--- src/rtl/csr_gate_pkg.sv ---
package csr_gate_pkg;

  typedef enum logic [1:0] {
    OP_NONE = 2'b00,
    OP_SWAP = 2'b01,
    OP_SET  = 2'b10,
    OP_CLR  = 2'b11
  } csrOpE;

  // control to datapath strobes
  typedef struct packed {
    logic  resValid;
    logic  useImm;
    csrOpE op;
  } dpCtlS;

  localparam logic [6:0] SYSTEM_OPCODE = 7'b1110011;
  localparam int INST_W = 32;
  localparam int REG_IDX_W = 5;
  localparam int CSR_ADDR_W = 12;

endpackage

--- src/rtl/csr_gate_ctrl.sv ---
module csr_gate_ctrl
  import csr_gate_pkg::*;
(
  input  logic                   clk,
  input  logic                   rstN,
  input  logic                   instValid,
  input  logic [INST_W-1:0]      instWord,
  output logic                   rdStb,
  output logic                   wrStb,
  output dpCtlS                  dpCtl,
  output logic [REG_IDX_W-1:0]   rdIdx,
  output logic [REG_IDX_W-1:0]   srcField,
  output logic [CSR_ADDR_W-1:0]  addr
);

  localparam int RD_LSB  = 7;
  localparam int F3_LSB  = RD_LSB + REG_IDX_W;
  localparam int SRC_LSB = F3_LSB + 3;
  localparam int CSR_LSB = SRC_LSB + REG_IDX_W;

  logic [6:0] opcode;
  logic [2:0] funct3;
  logic       accepted;
  logic       rdNonZero;
  logic       srcNonZero;
  csrOpE      op;

  assign opcode   = instWord[6:0];
  assign rdIdx    = instWord[F3_LSB-1:RD_LSB];
  assign funct3   = instWord[SRC_LSB-1:F3_LSB];
  assign srcField = instWord[CSR_LSB-1:SRC_LSB];
  assign addr     = instWord[INST_W-1:CSR_LSB];

  assign rdNonZero  = |rdIdx;
  // register index or immediate: both zero means "no source bits"
  assign srcNonZero = |srcField;

  assign accepted = instValid && (opcode == SYSTEM_OPCODE) && (funct3[1:0] != 2'b00);
  assign op       = accepted ? csrOpE'(funct3[1:0]) : OP_NONE;

  always_comb begin
    rdStb = 1'b0;
    wrStb = 1'b0;
    unique case (op)
      OP_SWAP: begin
        rdStb = rdNonZero;
        wrStb = 1'b1;
      end
      OP_SET, OP_CLR: begin
        rdStb = 1'b1;
        wrStb = srcNonZero;
      end
      default: begin
        rdStb = 1'b0;
        wrStb = 1'b0;
      end
    endcase
  end

  assign dpCtl.op       = op;
  assign dpCtl.useImm   = funct3[2];
  assign dpCtl.resValid = accepted && rdNonZero;

  AST_SWAP_NO_READ: assert property (@(posedge clk) disable iff (!rstN)
    (instValid && opcode == SYSTEM_OPCODE && funct3[1:0] == 2'b01 && rdIdx == '0) |-> !rdStb);
  AST_SWAP_WRITES: assert property (@(posedge clk) disable iff (!rstN)
    (instValid && opcode == SYSTEM_OPCODE && funct3[1:0] == 2'b01) |-> wrStb);
  AST_SETCLR_NO_WRITE: assert property (@(posedge clk) disable iff (!rstN)
    (instValid && funct3[1] && srcField == '0) |-> !wrStb);
  AST_SETCLR_READS: assert property (@(posedge clk) disable iff (!rstN)
    (instValid && opcode == SYSTEM_OPCODE && funct3[1]) |-> rdStb);
  AST_FOREIGN_QUIET: assert property (@(posedge clk) disable iff (!rstN)
    (opcode != SYSTEM_OPCODE) |-> (!rdStb && !wrStb && !dpCtl.resValid));
  AST_IDLE_QUIET: assert property (@(posedge clk) disable iff (!rstN)
    !instValid |-> (!rdStb && !wrStb && !dpCtl.resValid));

endmodule

--- src/rtl/csr_gate_dp.sv ---
module csr_gate_dp
  import csr_gate_pkg::*;
#(
  parameter int XLEN = 32
) (
  input  logic                 clk,
  input  logic                 rstN,
  input  dpCtlS                dpCtl,
  input  logic [REG_IDX_W-1:0] srcField,
  input  logic [XLEN-1:0]      srcValue,
  input  logic [XLEN-1:0]      oldValue,
  output logic [XLEN-1:0]      wrData,
  output logic [XLEN-1:0]      resValue
);

  localparam int PAD_W = XLEN - REG_IDX_W;

  logic [XLEN-1:0] immExt;
  logic [XLEN-1:0] operand;

  assign immExt  = {{PAD_W{1'b0}}, srcField};
  assign operand = dpCtl.useImm ? immExt : srcValue;

  always_comb begin
    unique case (dpCtl.op)
      OP_SWAP: wrData = operand;
      OP_SET:  wrData = oldValue | operand;
      OP_CLR:  wrData = oldValue & ~operand;
      default: wrData = '0;
    endcase
  end

  assign resValue = dpCtl.resValid ? oldValue : '0;

  AST_SET_KEEPS_OLD: assert property (@(posedge clk) disable iff (!rstN)
    (dpCtl.op == OP_SET) |-> ((wrData & oldValue) == oldValue));
  AST_CLR_NO_NEW: assert property (@(posedge clk) disable iff (!rstN)
    (dpCtl.op == OP_CLR) |-> ((wrData & ~oldValue) == '0));
  AST_IMM_ZERO_EXT: assert property (@(posedge clk) disable iff (!rstN)
    (dpCtl.op == OP_SWAP && dpCtl.useImm) |-> (wrData[XLEN-1:REG_IDX_W] == '0));
  AST_RESULT_OLD: assert property (@(posedge clk) disable iff (!rstN)
    dpCtl.resValid |-> (resValue == oldValue));

endmodule

--- src/rtl/csr_gate_unit.sv ---
module csr_gate_unit
  import csr_gate_pkg::*;
#(
  parameter int XLEN = 32
) (
  input  logic                  clk,
  input  logic                  rstN,
  input  logic                  instValid,
  input  logic [INST_W-1:0]     instWord,
  input  logic [XLEN-1:0]       srcValue,
  output logic [CSR_ADDR_W-1:0] csrAddr,
  output logic                  csrRdStb,
  input  logic [XLEN-1:0]       csrRdData,
  output logic                  csrWrStb,
  output logic [XLEN-1:0]       csrWrData,
  output logic                  resValid,
  output logic [REG_IDX_W-1:0]  resIdx,
  output logic [XLEN-1:0]       resValue
);

  dpCtlS                dpCtl;
  logic [REG_IDX_W-1:0] srcField;

  csr_gate_ctrl u_ctrl (
    .clk      (clk),
    .rstN     (rstN),
    .instValid(instValid),
    .instWord (instWord),
    .rdStb    (csrRdStb),
    .wrStb    (csrWrStb),
    .dpCtl    (dpCtl),
    .rdIdx    (resIdx),
    .srcField (srcField),
    .addr     (csrAddr)
  );

  csr_gate_dp #(.XLEN(XLEN)) u_dp (
    .clk     (clk),
    .rstN    (rstN),
    .dpCtl   (dpCtl),
    .srcField(srcField),
    .srcValue(srcValue),
    .oldValue(csrRdData),
    .wrData  (csrWrData),
    .resValue(resValue)
  );

  assign resValid = dpCtl.resValid;

  AST_VALID_HAS_READ: assert property (@(posedge clk) disable iff (!rstN)
    resValid |-> csrRdStb);
  AST_NO_EMPTY_ACCESS: assert property (@(posedge clk) disable iff (!rstN)
    (csrRdStb || csrWrStb) |-> instValid);

endmodule

--- config.mk ---
export PLATFORM = sky130hd
export DESIGN_NAME = csr_gate_unit
export DESIGN_NICKNAME = d
export VERILOG_FILES = /design/src/rtl/csr_gate_pkg.sv /design/src/rtl/csr_gate_ctrl.sv /design/src/rtl/csr_gate_dp.sv /design/src/rtl/csr_gate_unit.sv
export SDC_FILE = /design/constraint.sdc
export NUM_CORES = 1
export LEC_CHECK = 0
export ABC_CLOCK_PERIOD_IN_PS = 2029
export BUFFER_PORTS_ARGS = -buffer_cell sky130_fd_sc_hd__buf_2
export CORE_MARGIN = 10
export CORE_UTILIZATION = 31
export DETAILED_ROUTE_END_ITERATION = 10
export PLACE_DENSITY_LB_ADDON = 0.15
export SYNTH_ARGS = -nofsm -noshare
export SYNTH_HDL_FRONTEND = slang
export SYNTH_HIERARCHICAL = 1
export SYNTH_SLANG_ARGS = --single-unit
--- constraint.sdc ---
create_clock -name vclk -period 2.03
set_clock_uncertainty 0.05 [all_clocks]
set_input_delay 0.203 -clock vclk [all_inputs]
set_output_delay 0.203 -clock vclk [all_outputs]
set_load 0.02 [all_outputs]
==> flow_summary.toml <==
[layout]
final_cell_mix = "buf_2 (120), buf_4 (47), mux2i_1 (36)"
regArea_um2 = 0
area_growth_pct = 69.9
nets = 421
seq_cell_count = 0
clockBufferCount = 0
layout_commonest_cell = "buf_2"
post-route-util_pct = 55.7
diodes = 0
drive_gt1_share_pct = 56.3

[sta]
slew_headroom_pct = 75.2
period_minus_slack_ns = 2.05
setup_viol = 2
worstMarginPinSlew_ns = 0.369
fin_crit_sh_pct = 101
max_freq_ghz = 0.488
slew_viol_final = 0
timing.final.hold_violations = 0
rsz0062_at_grt = "yes"
layout_setup_ws_ns = -0.0201
setup_tns_ns = -0.0223

[grt]
grt_start_max_net_pins = 18
grt.total_usage_pct = 14.7
grt_pass1_vias = 1804
antenna_found_initial = 0
grt_pass1_wl_um = 8900
grt_overflow = 0

[route]
drt_iter0_drc = 32
via_count = 1618
antenna_left = 0
drc = 0
wire_per_inst_um = 15.7
via_per_inst = 4.40
wirelength_um = 5780
dr.pass1.iters = 2

[synthesis]
syn_area_per_cell_um2 = 6.79
netlist_area_um2 = 1240
yosys_warnings = 6
syn_inst = 182
seq_area_frac_synth_pct = 0
syn-num-nets = 281
synthDistinctLibCells = 18

[clocking]
cts_hold_buf = 0

[setup_path]
slowest_delay_ns = 0.55
timing.critical_path.mode_cell = "buf_4"
cp.arrival_ns = 1.80
slowest_stage = "or4b_4"
worst-path-max-fanout = 17
crit_buf_inv = 4
path_class = "in -> out"
required_ns = 1.78
crit_path_start_kind = "input port"
worstSetupEndpointType = "primary output"
path_cells = "buf_6 -> nand4_1 -> or4b_4 -> nor2_1 -> buf_4 -> xnor2_4 -> buf_12 -> mux2i_2 -> buf_4"
cp_top_family = "simple AND/OR/NAND/NOR gates"

[floorplanning]
rows = 22
coreArea_um2 = 3770
die_w_um = 83.2
die-area_um2 = 6910
floorplan.initialDensity_pct = 32.8
ios = 183
die_h_um = 83.2

[outcome]
violations = "setup timing"
outcome = "finished with violations"

[place]
gp_congestion = 0.818
dp_hpwl_um = 5020
portBuffers = 157

[pwr]
finalPower_uw = 181
p_per_area_nw_per_um2 = 86.2
p_leak_uw = 0.00130
irDropWorstVdd_uv = 85.9

[flow_run]
cap_violations = 0

[worst_hold_path]
worstHoldPathType = "in -> out"
final cells by class:
cell class	instances	area, um^2
Fill cell	377	1670
Timing Repair Buffer	174	1040
Multi-Input combinational cell	143	988
Tap cell	48	60.1
Inverter	3	11.3
path summary, 6_finish.rpt:
check | from | cells after the start | end | slack [ns]
worst min-delay path | instWord[20] | 0 | csrAddr[0] | 0.36
worst max-delay path | instWord[6] | 9 | csrWrData[11] | -0.02
power by group:
group | switching [uW] | internal (uW)
Clock | 0 | 0
Combinational | 75.1 | 106
Sequential | 0 | 0
Total | 75.1 | 106
metrics by stage:
| step | hold slack (ns) | instance area [um^2] | worst slack (ns) | std cells |
|---|---|---|---|---|
| floorplan | 0.469 | 1240 | 0.0105 | 182 |
| global placement | 0.356 | 1960 | -0.0984 | 367 |
| detailed placement | 0.356 | 1960 | -0.0947 | 367 |
| CTS | 0.356 | 2010 | 0.00277 | 367 |
| global route | 0.356 | 2100 | -0.136 | 368 |
| finish | 0.356 | 2100 | -0.0201 | 368 |
synth_stat cells:
master | instances | share of area [%]
nor2_2 | 1 | 0.51
and2_1 | 32 | 16
buf_2 | 3 | 1.2
buf_6 | 3 | 2.7
nand4_1 | 1 | 0.51
nor3_1 | 2 | 0.81
nor2_1 | 4 | 1.2
a311oi_1 | 1 | 0.71
buf_4 | 25 | 15
or3_1 | 1 | 0.51
xnor2_4 | 1 | 2.2
or4b_4 | 1 | 1.1
nand2_1 | 33 | 10
nor4_1 | 2 | 1.0
mux2i_1 | 37 | 30
clkbuf_1 | 5 | 1.5
inv_1 | 3 | 0.91
nand2b_1 | 27 | 14
cell families after synthesis:
logic type	after synthesis	share of synthesized area, %
AO/OA/AOI/OAI	1	0.709
AND/OR/NAND/NOR	104	45.5
multiplexers	37	30.0
XOR/XNOR	1	2.23
buffers and inverters	39	21.6
timing repair:
action                                  in CTS  in global routing
setup buffers                                0                  1
gates resized for setup                     13                 31
cloned                                       0                  0
pin swaps                                    1                  2
endpoints found under the setup margin      52                 57
metal layers:
layer	wire length, um	global-route usage, %	share of wire [%]	vias to the layer above
li1	-	-	-	837
met1	2100	14.9	36	667
met2	2920	27.0	51	102
met3	695	7.42	12	12
met4	63	1.54	1.1	0
met5	0	0	0	-
Note: power is estimated with default switching activity, not from simulation.
